--- config.mk ---
export PLATFORM = sky130hd
export DESIGN_NAME = asram_bridge
export DESIGN_NICKNAME = d
export VERILOG_FILES = /design/src/rtl/asram_pkg.sv /design/src/rtl/asram_seq.sv /design/src/rtl/asram_lanes.sv /design/src/rtl/asram_bridge.sv
export SDC_FILE = /design/constraint.sdc
export NUM_CORES = 1
export LEC_CHECK = 0
export CORE_MARGIN = 3
export CORE_UTILIZATION = 50
export DETAILED_ROUTE_END_ITERATION = 12
export DONT_BUFFER_PORTS = 1
export HOLD_SLACK_MARGIN = 0.12
export PLACE_DENSITY_LB_ADDON = 0.08
export REMOVE_ABC_BUFFERS = 1
export SETUP_SLACK_MARGIN = 0.15
export SYNTH_ARGS = -nofsm -noshare
export SYNTH_HDL_FRONTEND = slang
export SYNTH_HIERARCHICAL = 1
export SYNTH_SLANG_ARGS = --single-unit
--- constraint.sdc ---
create_clock -name clk -period 4.05 [get_ports clk]
set_input_delay 0.2025 -clock clk [delete_from_list [all_inputs] [get_ports clk]]
set_output_delay 0.2025 -clock clk [all_outputs]
set_load 0.01 [all_outputs]
--- src/rtl/asram_pkg.sv ---
package asram_pkg;
  typedef enum logic [2:0] {
    ST_IDLE,
    ST_PARK,
    ST_RSTB,
    ST_CAPT,
    ST_WPUL,
    ST_WHOLD,
    ST_TURN
  } seq_state_e;
endpackage

--- src/rtl/asram_seq.sv ---
module asram_seq
  import asram_pkg::*;
#(
  parameter int RD_CYC = 2,
  parameter int WP_CYC = 1,
  parameter int TA_CYC = 1
) (
  input  logic       clk,
  input  logic       rst_n,
  input  logic       start,
  input  logic       is_wr,
  output seq_state_e state,
  output logic       phase_end
);
  localparam int MAXC = (RD_CYC > WP_CYC) ? ((RD_CYC > TA_CYC) ? RD_CYC : TA_CYC)
                                          : ((WP_CYC > TA_CYC) ? WP_CYC : TA_CYC);
  localparam int CW   = (MAXC > 1) ? $clog2(MAXC) : 1;

  seq_state_e    st_q, st_d;
  logic [CW-1:0] cnt_q;

  // end of the timed phase the sequencer is in
  always_comb begin
    case (st_q)
      ST_RSTB: phase_end = (cnt_q == CW'(RD_CYC - 1));
      ST_WPUL: phase_end = (cnt_q == CW'(WP_CYC - 1));
      ST_TURN: phase_end = (cnt_q == CW'(TA_CYC - 1));
      default: phase_end = 1'b1;
    endcase
  end

  always_comb begin
    st_d = st_q;
    case (st_q)
      ST_IDLE:  if (start) st_d = ST_PARK;
      ST_PARK:  st_d = is_wr ? ST_WPUL : ST_RSTB;
      ST_RSTB:  if (phase_end) st_d = ST_CAPT;
      ST_CAPT:  st_d = ST_TURN;
      ST_TURN:  if (phase_end) st_d = ST_IDLE;
      ST_WPUL:  if (phase_end) st_d = ST_WHOLD;
      ST_WHOLD: st_d = ST_IDLE;
      default:  st_d = ST_IDLE;
    endcase
  end

  always_ff @(posedge clk or negedge rst_n) begin
    if (!rst_n) begin
      st_q  <= ST_IDLE;
      cnt_q <= '0;
    end else begin
      st_q  <= st_d;
      cnt_q <= (st_d != st_q) ? '0 : cnt_q + 1'b1;
    end
  end

  assign state = st_q;
endmodule

--- src/rtl/asram_lanes.sv ---
module asram_lanes #(
  parameter int LANES  = 2,
  parameter int LANE_W = 8
) (
  input  logic                      clk,
  input  logic                      rst_n,
  input  logic [LANES-1:0]          lane_en,
  input  logic                      strobe_on,
  input  logic                      capture,
  input  logic [LANES*LANE_W-1:0]   bus_in,
  output logic [LANES-1:0]          lane_sel_n,
  output logic [LANES*LANE_W-1:0]   rd_word
);
  for (genvar i = 0; i < LANES; i++) begin : g_lane
    logic [LANE_W-1:0] byte_q;

    assign lane_sel_n[i] = ~(lane_en[i] & strobe_on);

    always_ff @(posedge clk or negedge rst_n) begin
      if (!rst_n)       byte_q <= '0;
      else if (capture) byte_q <= lane_en[i] ? bus_in[i*LANE_W +: LANE_W] : '0;
    end

    assign rd_word[i*LANE_W +: LANE_W] = byte_q;
  end
endmodule

--- src/rtl/asram_bridge.sv ---
module asram_bridge
  import asram_pkg::*;
#(
  parameter int ADDR_W = 19,
  parameter int DATA_W = 16,
  parameter int RD_CYC = 2,
  parameter int WP_CYC = 1,
  parameter int TA_CYC = 1
) (
  input  logic                clk,
  input  logic                rst_n,
  input  logic                req_valid,
  output logic                req_ready,
  input  logic                req_write,
  input  logic [ADDR_W-1:0]   req_addr,
  input  logic [DATA_W-1:0]   req_wdata,
  input  logic [DATA_W/8-1:0] req_mask,
  output logic                rd_valid,
  output logic [DATA_W-1:0]   rd_data,
  output logic [ADDR_W-1:0]   mem_addr,
  output logic                mem_ce_n,
  output logic                mem_we_n,
  output logic                mem_oe_n,
  output logic [DATA_W/8-1:0] mem_bs_n,
  output logic [DATA_W-1:0]   mem_dq_out,
  input  logic [DATA_W-1:0]   mem_dq_in,
  output logic                mem_dq_oe
);
  localparam int LANES = DATA_W / 8;

  seq_state_e        state;
  logic              phase_end;
  logic              accept;
  logic              wr_q;
  logic [ADDR_W-1:0] addr_q;
  logic [DATA_W-1:0] wdata_q;
  logic [LANES-1:0]  mask_q;
  logic              strobe_on;

  assign req_ready = (state == ST_IDLE);
  assign accept    = req_valid & req_ready;

  // request fields load only while idle, when every strobe is parked high
  always_ff @(posedge clk or negedge rst_n) begin
    if (!rst_n) begin
      wr_q    <= 1'b0;
      addr_q  <= '0;
      wdata_q <= '0;
      mask_q  <= '0;
    end else if (accept) begin
      wr_q    <= req_write;
      addr_q  <= req_addr;
      wdata_q <= req_wdata;
      mask_q  <= req_mask;
    end
  end

  asram_seq #(
    .RD_CYC(RD_CYC),
    .WP_CYC(WP_CYC),
    .TA_CYC(TA_CYC)
  ) u_seq (
    .clk      (clk),
    .rst_n    (rst_n),
    .start    (accept),
    .is_wr    (wr_q),
    .state    (state),
    .phase_end(phase_end)
  );

  assign strobe_on = (state == ST_RSTB) || (state == ST_WPUL);

  asram_lanes #(
    .LANES (LANES),
    .LANE_W(8)
  ) u_lanes (
    .clk       (clk),
    .rst_n     (rst_n),
    .lane_en   (mask_q),
    .strobe_on (strobe_on),
    .capture   ((state == ST_RSTB) && phase_end),
    .bus_in    (mem_dq_in),
    .lane_sel_n(mem_bs_n),
    .rd_word   (rd_data)
  );

  assign mem_addr   = addr_q;
  assign mem_ce_n   = ~strobe_on;
  assign mem_we_n   = ~(state == ST_WPUL);
  assign mem_oe_n   = ~(state == ST_RSTB);
  assign mem_dq_out = wdata_q;
  assign mem_dq_oe  = wr_q && ((state == ST_PARK) || (state == ST_WPUL) || (state == ST_WHOLD));
  assign rd_valid   = (state == ST_CAPT);
endmodule

==> results of run 1 <==
==> worst max path at each step <==
stage | from | endpoint | cells past startpoint
after detailed placement | u_seq/state[0] | mem_addr[12] | 3
after floorplan | u_seq/state[0] | mask_q[0] | 2
final | u_seq/state[1] | u_lanes/g_lane[0].byte_q[1] | 5
after global routing | u_seq/state[0] | u_lanes/g_lane[0].byte_q[5] | 5
after global placement | u_seq/state[0] | mem_addr[8] | 3
after CTS | u_seq/state[1] | u_lanes/g_lane[0].byte_q[5] | 5
==> state kept, by name (all words and copies together), names as in the netlist <==
signal / count
u_seq/cnt_q: 1
mem_dq_out: 16
mem_addr: 19
mask_q: 2
u_lanes/g_lane.byte_q: 16
u_seq/state: 3
wr_q: 1
==> cell type report <==
type	count	area (um2)	area share [%]
multi-input combinational	97	800	25.4
inverter	19	71.3	2.26
sequential	58	1450	46.0
timing repair buffer	58	593	18.8
tap	52	65.1	2.06
clock inverter	5	30.0	0.953
clock buffer	11	141	4.49
==> logic make-up (layout without fill, tap and decap cells) <==
| family | after synthesis | in the layout |
|---|---|---|
| DFF | 58 | 58 |
| muxes | 38 | 38 |
| and+or+nand+nor | 36 | 36 |
| buffers and inverters | 28 | 93 |
| AOI/OAI and AO/OA | 22 | 22 |
| xor gates and xnor gates | 1 | 1 |
==> layer usage <==
layer	global-route usage (%)	share of wire [%]	routed length (um)	up-vias
li1	-	-	-	742
met1	20.5	38	2040	781
met2	33.9	51	2760	86
met3	6.54	9.1	492	14
met4	11.3	2.3	127	0
met5	0	0	0	-
==> cell usage in the layout (no fill, tap or decap), drive strengths merged <==
cell	synthesis	layout
nand2	5	5
xor2	1	1
or2b	1	1
o21ai	17	17
mux2	38	38
o2bb2ai	1	1
nor2	5	5
clkinv	0	3
dfrtp	58	58
clkinvlp	0	2
and3b	1	1
o22ai	1	1
nor2b	1	1
nor3	1	1
nand3	16	16
a21o	1	1
inv	19	19
buf	9	3
or3	1	1
nand2b	2	2
nor3b	1	1
a2111oi	1	1
or3b	1	1
clkbuf	0	11
dlygate4sd3	0	55
o311ai	1	1
nor4b	1	1
==> worst max-delay path, cell delays in order (launching register included) <==
cell	delay (ns)
dfrtp_1	0.59
or3b_2	0.55
nor2_1	0.11
buf_4	0.28
nand3_1	0.13
o21ai_0	0.13
==> per-stage QoR <==
stage / hold WS, ns / utilization (%) / setup WS, ns
after floorplan: -0.0931 / - / 1.43
after global placement: -0.0918 / 53.7 / 2.25
after detailed placement: -0.0918 / 53.7 / 2.17
after CTS: 0.397 / 70.4 / 2.17
after global routing: 0.410 / 70.4 / 2.04
final: 0.394 / 70.4 / 2.14
==> power breakdown <==
group / switching [uW] / total [uW] / leakage [uW] / internal, uW
registers: 370 / 1220 / 0.000707 / 853
clock network: 215 / 450 / 0.0000851 / 235
logic: 284 / 657 / 0.000581 / 373
==> qor.csv, run 1 <==
stage,metric,value,unit
worst_setup_path,Critical Path Start Type,flip-flop,
layout,ant diodes,0,
clock_tree,Setup Buffers After CTS,0,
yosys,post-synthesis simple-gate area fraction,8.52,%
worst_setup_path,reg-to-reg startpoint,u_seq/state[1],
worst_hold_path,Hold Path Class,in -> async,
sta,slew margin rel.,63.9,%
worst_setup_path,Crit Reg-Reg Endpoint,u_lanes/g_lane[0].byte_q[1],
yosys,"flops & latches, synth",58,
clock_tree,clk sinks,58,
yosys,post-synthesis mux area share,19.3,%
sta,FMAX,524,MHz
grt,Total GRT Usage,19.5,%
yosys,adder-cell area share of the yosys netlist,0,%
worst_setup_path,Critical Path Fanout Max,32,
route,drt pass-1 iters,4,
layout,fin cells,300,
yosys,Post-synth EDFFs,0,
sta,Tcrit/Tclk final,47.1,%
floorplan,Die Ht,75.2,um
yosys,Synth Area in Compound Gates,5.23,%
pwr,VDD IR-drop max,0.000368,V
clock_tree,root buffer cell,clkbuf_8,
yosys,top_reg_cell synth,dfrtp_1,
sta,TNS Setup,0,ns
placed_design,Port Buf Inserts,0,
clock_tree,CTS tree,done,
worst_setup_path,r2r worst-path depth,5,
sta,RSZ-0062 raised after global routing,false,
yosys,area fraction of the dominant cell type after synthesis,60.6,%
clock_tree,Num CTS Buffers,9,
clock_tree,Clock Path Buffers,2,
route,vias,1623,
yosys,largest area contributor in the netlist,dfrtp_1,
pwr,Pleak,0.00137,uW
floorplan,Starting Density,53.5,%
worst_setup_path,arrival time worst endpoint,2.12,ns
route,initial DRC count,62,
worst_setup_path,critical path required time,4.27,ns
sta,final setup fails,0,
placed_design,placed inst area,2400,um2
worst_setup_path,r2r setup slk,2.14,ns
floorplan,die area,5650,um2
pwr,pwr/cell area,739,nW/um2
floorplan,row cnt,24,
flow_run,max-cap violations,0,
yosys,Post-synth top cells,"58 x dfrtp_1, 29 x mux2_2, 18 x inv_1, 17 x o21ai_0, 16 x nand3_1",
yosys,post-synth cell types,28,
clock_tree,CTS HTree Levels,3,
layout,synthesis-to-layout area growth,31.7,%
route,Routed Antenna Nets,0,
sta,"Hold Violations, Final",0,
yosys,cell area after synthesis,2390,um2
floorplan,Die W,75.2,um
yosys,most frequent cell after synthesis,dfrtp_1,
route,vias per cell,5.41,
yosys,Post-Synth XOR/XNOR Area,0.366,%
yosys,synthesized area per cell,13.1,um2
layout,Fillers,291,
grt,grt ovf,0,
layout,fraction of layout cells with a size suffix above 1,23.8,%
route,DR WL/cell,18.1,um
placed_design,dpl hpwl,3200,um
clock_tree,CTS resizes,0,
clock_tree,clk slew on worst S/H paths,0.07,ns
sta,clk_skew,0.00851,ns
yosys,largest family of logic cells by synthesized area,multiplexers,
layout,final instance area,3150,um2
grt,largest net degree at the start of global routing,59,
grt,first-pass GRT wire length,8050,um
yosys,Cells after Synth,183,
grt,initial antenna violation count,0,
sta,Period minus WS final,1.91,ns
yosys,synth warn,6,
pwr,total power,2330,uW
yosys,post-synthesis async set-or-reset flop share,100,%
layout,final layout net count,300,
placed_design,placed insts,228,
floorplan,core area,4470,um2
worst_setup_path,endpoint class of the critical path,flip-flop,
clock_tree,Clock Latency Late Sink,0.32,ns
sta,Worst Tran Pin Value,0.542,ns
sta,max-slew violations,0,
grt,vias in the first global route,1714,
yosys,sequential cell area fraction in the yosys report,60.6,%
route,Remaining DRCs,0,
outcome,status,"finished, final reports clean",
worst_setup_path,crit path kind,reg -> reg,
placed_design,RePlAce Congestion,0.818,
yosys,"top cells by area, synth","dfrtp_1 61%, mux2_2 14%, mux2_4 5.6%",
floorplan,Top Ports,116,
clock_tree,hold buffers post-CTS,56,
route,WL final,5420,um
Note: power is estimated with default switching activity, not from simulation.
==> run 2, diff against run 1 <==
==> constraint.sdc (replaced) <==
create_clock -name clk -period 1.83 [get_ports clk]
set_input_delay 0.0915 -clock clk [delete_from_list [all_inputs] [get_ports clk]]
set_output_delay 0.0915 -clock clk [all_outputs]
set_load 0.01 [all_outputs]
==> qor.csv, run 2 (same netlist as run 1, synthesis figures left out) <==
stage,metric,value,unit
outcome,status,"finished, final reports clean",
layout,ant diodes,0,
floorplan,die area,5650,um2
worst_setup_path,"Critical Path, Cell by Cell",or3b_2 -> nor2_2 -> buf_12 -> nand3_1 -> o21ai_1,
pwr,pwr/cell area,1670,nW/um2
route,vias,1631,
sta,max-slew violations,0,
pwr,Pleak,0.00141,uW
sta,Period minus WS final,1.63,ns
sta,final setup fails,0,
sta,RSZ-0062 raised after global routing,true,
floorplan,Die W,75.2,um
floorplan,core area,4470,um2
worst_setup_path,Buf/Inv on CP,1,
clock_tree,clk sinks,58,
clock_tree,root buffer cell,clkbuf_8,
grt,initial antenna violation count,0,
placed_design,RePlAce Congestion,0.764,
grt,Total GRT Usage,18.2,%
sta,slew margin rel.,72.9,%
layout,"most common cell after layout, fill and taps aside",dfrtp_1,
sta,Tcrit/Tclk final,89.2,%
worst_setup_path,endpoint class of the critical path,flip-flop,
layout,final instance area,3230,um2
pwr,VDD IR-drop max,0.000992,V
clock_tree,Clock Path Buffers,2,
grt,grt ovf,0,
placed_design,Port Buf Inserts,0,
sta,Worst Tran Pin Value,0.396,ns
worst_setup_path,crit path kind,reg -> reg,
layout,fraction of layout cells with a size suffix above 1,25.8,%
worst_setup_path,crit-path max cell delay,0.51,ns
clock_tree,CTS HTree Levels,3,
worst_hold_path,Hold Path Class,in -> async,
route,vias per cell,5.37,
floorplan,row cnt,24,
sta,"Hold Violations, Final",0,
grt,first-pass GRT wire length,7610,um
sta,fin worst setup slack,0.197,ns
worst_setup_path,Worst path top cell family by delay,simple AND/OR/NAND/NOR gates,
floorplan,Die Ht,75.2,um
sta,FMAX,612,MHz
worst_setup_path,Worst path depth,5,
sta,clk_skew,0.00607,ns
route,WL final,5160,um
worst_setup_path,critical path required time,2.06,ns
layout,synthesis-to-layout area growth,35.1,%
flow_run,max-cap violations,0,
worst_setup_path,Crit-path slowest cell,or3b_2,
route,Routed Antenna Nets,0,
worst_setup_path,arrival time worst endpoint,1.86,ns
clock_tree,clk slew on worst S/H paths,0.06,ns
route,Remaining DRCs,0,
sta,TNS Setup,0,ns
clock_tree,CTS tree,done,
floorplan,Starting Density,53.5,%
route,initial DRC count,110,
layout,Fillers,291,
grt,vias in the first global route,1707,
route,DR WL/cell,17.0,um
placed_design,placed inst area,2460,um2
layout,final layout net count,305,
layout,final core occ,72.3,%
worst_setup_path,Critical Path Start Type,flip-flop,
clock_tree,Clock Latency Late Sink,0.31,ns
layout,most frequent cells in the layout,"56 x dfrtp_1, 55 x dlygate4sd3_1, 29 x mux2_2, 18 x inv_1, 16 x nand3_1",
layout,max FFs per register,19,
placed_design,dpl hpwl,3250,um
worst_setup_path,Critical Path Fanout Max,32,
floorplan,Top Ports,116,
grt,largest net degree at the start of global routing,59,
placed_design,post-place setup slack,0.173,ns
clock_tree,Num CTS Buffers,9,
worst_setup_path,r2r worst-path depth,5,
route,drt pass-1 iters,4,
run 2: metrics by stage:
step           hold slack (ns)  total power [uW]  cells
6_report                 0.301              5390    304
3_3_place_gp            -0.203              4080    232
3_5_place_dp            -0.203              4170    232
5_1_grt                  0.322              5750    304
4_1_cts                  0.293              5410    303
2_1_floorplan           -0.204              3680    174
run 2: final timing paths:
path	slack (ns)	endpoint	from
worst max-delay path	0.20	u_lanes/g_lane[1].byte_q[7]	u_seq/state[0]
worst min-delay path	0.30	u_lanes/g_lane[1].byte_q[2]	rst_n
worst max register to register	0.20	u_lanes/g_lane[1].byte_q[7]	u_seq/state[0]
worst min register to register	0.48	u_seq/state[1]	wr_q
max in group asynchronous	1.27	u_seq/state[1]	rst_n
min in group clk	0.33	mem_dq_out[9]	req_valid
run 2: where the power goes:
group	switching, uW	total, uW	internal, uW
registers	783	2680	1900
logic	684	1620	939
clock network	440	1090	655
total	1910	5390	3490
run 2: cell type report:
cell class,instances,area [um2],share of cell area [%]
flip-flops and latches,58,1450,45.0
clock inverters,3,40.0,1.24
repair buffers,63,656,20.3
multi-input cells,97,802,24.8
clock buffers,12,145,4.49
well taps,52,65.1,2.01
inverters,19,71.3,2.21
run 2: layer usage:
layer  vias up  share of wire, %  GRT usage [%]
met3         9                10           6.68
met1       778                37           19.1
met2        94                51           30.8
li1        750                 -              -
met4         0               1.5           11.8
met5         -                 0              0
run 2: repair_timing:
item / in CTS / in global routing
gates resized for setup: 0 / 7
hold endpoints to repair: 112 / 0
endpoints found under the setup margin: 0 / 39
buffers inserted: 0 / 1
hold buffers: 56 / 0
==> run 3, diff against run 2 <==
--- a/config.mk
+++ b/config.mk
@@ -7,9 +7,9 @@
 export LEC_CHECK = 0
 export CORE_MARGIN = 3
 export CORE_UTILIZATION = 50
+export CTS_BUF_LIST = sky130_fd_sc_hd__clkbuf_4 sky130_fd_sc_hd__clkbuf_8
 export DETAILED_ROUTE_END_ITERATION = 12
 export DONT_BUFFER_PORTS = 1
-export HOLD_SLACK_MARGIN = 0.12
 export PLACE_DENSITY_LB_ADDON = 0.08
 export REMOVE_ABC_BUFFERS = 1
 export SETUP_SLACK_MARGIN = 0.15
==> qor.csv, run 3 (same netlist as run 1, synthesis figures left out) <==
stage,metric,value,unit
pwr,combinational share of power,29.9,%
layout,most frequent cells in the layout,"56 x dfrtp_1, 55 x dlygate4sd3_1, 29 x mux2_2, 18 x inv_1, 16 x nand3_1",
placed_design,RePlAce Congestion,0.764,
sta,fin worst setup slack,0.204,ns
pwr,sw power,1910,uW
floorplan,Die Ht,75.2,um
route,Routed Antenna Nets,0,
layout,sequential cell area,1450,um2
grt,first-pass GRT wire length,7690,um
sta,TNS Setup,0,ns
placed_design,dpl hpwl,3250,um
sta,final setup fails,0,
worst_setup_path,Critical Path Start Type,flip-flop,
worst_setup_path,Worst path top cell family by delay,simple AND/OR/NAND/NOR gates,
placed_design,post-place setup slack,0.173,ns
layout,final layout net count,305,
clock_tree,Clock Path Buffers,2,
grt,Total GRT Usage,18.6,%
pwr,VDD IR-drop max,0.000991,V
sta,Worst Tran Pin Value,0.380,ns
worst_setup_path,Buf/Inv on CP,1,
floorplan,Starting Density,53.5,%
route,vias,1640,
worst_setup_path,Crit-path slowest cell,or3b_2,
route,vias per cell,5.39,
sta,RSZ-0062 raised after global routing,true,
worst_setup_path,crit path kind,reg -> reg,
sta,clk_skew,0.00572,ns
pwr,Flop pwr share,49.3,%
route,drt pass-1 iters,4,
layout,synthesis-to-layout area growth,35.4,%
layout,final instance area,3240,um2
grt,vias in the first global route,1713,
sta,Period minus WS final,1.63,ns
clock_tree,CTS HTree Levels,3,
outcome,status,"finished, final reports clean",
pwr,Pleak,0.00142,uW
floorplan,Top Ports,116,
layout,ant diodes,0,
route,DR WL/cell,17.3,um
placed_design,placed inst area,2460,um2
route,WL final,5270,um
pwr,clock share of power,20.7,%
clock_tree,clk slew on worst S/H paths,0.06,ns
floorplan,Die W,75.2,um
layout,max FFs per register,19,
sta,FMAX,615,MHz
clock_tree,clk sinks,58,
sta,slew margin rel.,74.0,%
pwr,pwr/cell area,1680,nW/um2
worst_hold_path,Hold Path Class,in -> async,
worst_setup_path,critical path required time,2.06,ns
grt,initial antenna violation count,0,
sta,hold_ws,0.298,ns
placed_design,Port Buf Inserts,0,
pwr,sw frac,35.2,%
grt,grt ovf,0,
pwr,Internal,3520,uW
clock_tree,CTS tree,done,
sta,"Hold Violations, Final",0,
grt,largest net degree at the start of global routing,59,
worst_setup_path,"Critical Path, Cell by Cell",or3b_2 -> nor2_2 -> buf_12 -> nand3_1 -> o21ai_1,
layout,fraction of layout cells with a size suffix above 1,26.6,%
layout,Multi-input gate area,802,um2
route,initial DRC count,65,
floorplan,core area,4470,um2
sta,Tcrit/Tclk final,88.8,%
layout,"most common cell after layout, fill and taps aside",dfrtp_1,
layout,Fillers,277,
clock_tree,Clock Latency Late Sink,0.31,ns
clock_tree,Num CTS Buffers,9,
worst_setup_path,Critical Path Fanout Max,32,
floorplan,row cnt,24,
sta,max-slew violations,0,
route,Remaining DRCs,0,
floorplan,die area,5650,um2
worst_setup_path,arrival time worst endpoint,1.86,ns
worst_setup_path,endpoint class of the critical path,flip-flop,
flow_run,max-cap violations,0,
worst_setup_path,r2r setup slk,0.20,ns
clock_tree,root buffer cell,clkbuf_8,
worst_setup_path,crit-path max cell delay,0.51,ns
-- run 3: cell types whose count changed in the layout (fill, tap and decap cells not counted) --
| cell | change |
|---|---|
| clkbuf_1 | -2 |
| clkbuf_4 | +2 |
| o21ai_0 | -1 |
| o21ai_1 | +1 |
-- run 3: final cells by class --
type                       instances  share of cell area (%)
clock buffer                      12                    4.71
clock inverter                     3                    1.24
tap                               52                    2.01
multi-input combinational         97                    24.7
inverter                          19                    2.20
sequential                        58                    44.9
timing repair buffer              63                    20.2
-- run 3: metal layers --
layer | global-route usage, % | routed length (um)
met5 | 0 | 0
met4 | 12.2 | 74
met3 | 6.68 | 533
met2 | 31.8 | 2770
met1 | 19.0 | 1890
-- run 3: metrics by stage --
| step | instances | util [%] | power [uW] |
|---|---|---|---|
| floorplan | 174 | - | 3680 |
| global placement | 232 | 54.9 | 4080 |
| detailed placement | 232 | 54.9 | 4170 |
| CTS | 303 | 72.1 | 5440 |
| global route | 304 | 72.4 | 5780 |
| finish | 304 | 72.4 | 5430 |
-- run 3: path summary, 6_finish.rpt --
check / start / end / depth (start not counted)
setup / recovery: u_seq/state[0] / u_lanes/g_lane[1].byte_q[7] / 5
hold / removal: rst_n / u_lanes/g_lane[1].byte_q[1] / 2
setup reg to reg: u_seq/state[0] / u_lanes/g_lane[1].byte_q[7] / 5
hold reg to reg: wr_q / u_seq/state[1] / 1
max in group asynchronous: rst_n / u_seq/state[1] / 2
min in group clk: req_valid / mem_dq_out[12] / 3
-- run 3: power groups by stage --
stage / sequential [uW] / clock [uW] / combinational [uW]
finish: 2680 / 1130 / 1630
global route: 2770 / 1210 / 1800
CTS: 2680 / 1160 / 1600
detailed placement: 2690 / 0 / 1480
global placement: 2670 / 0 / 1410
floorplan: 2550 / 0 / 1130
-- run 3: timing repair --
| item | CTS | global route |
|---|---|---|
| hold buffers | 56 | 0 |
| endpoints found under the hold margin | 112 | 0 |
| resized for setup | 0 | 8 |
| setup endpoints to repair | 0 | 43 |
| setup buffers | 0 | 1 |
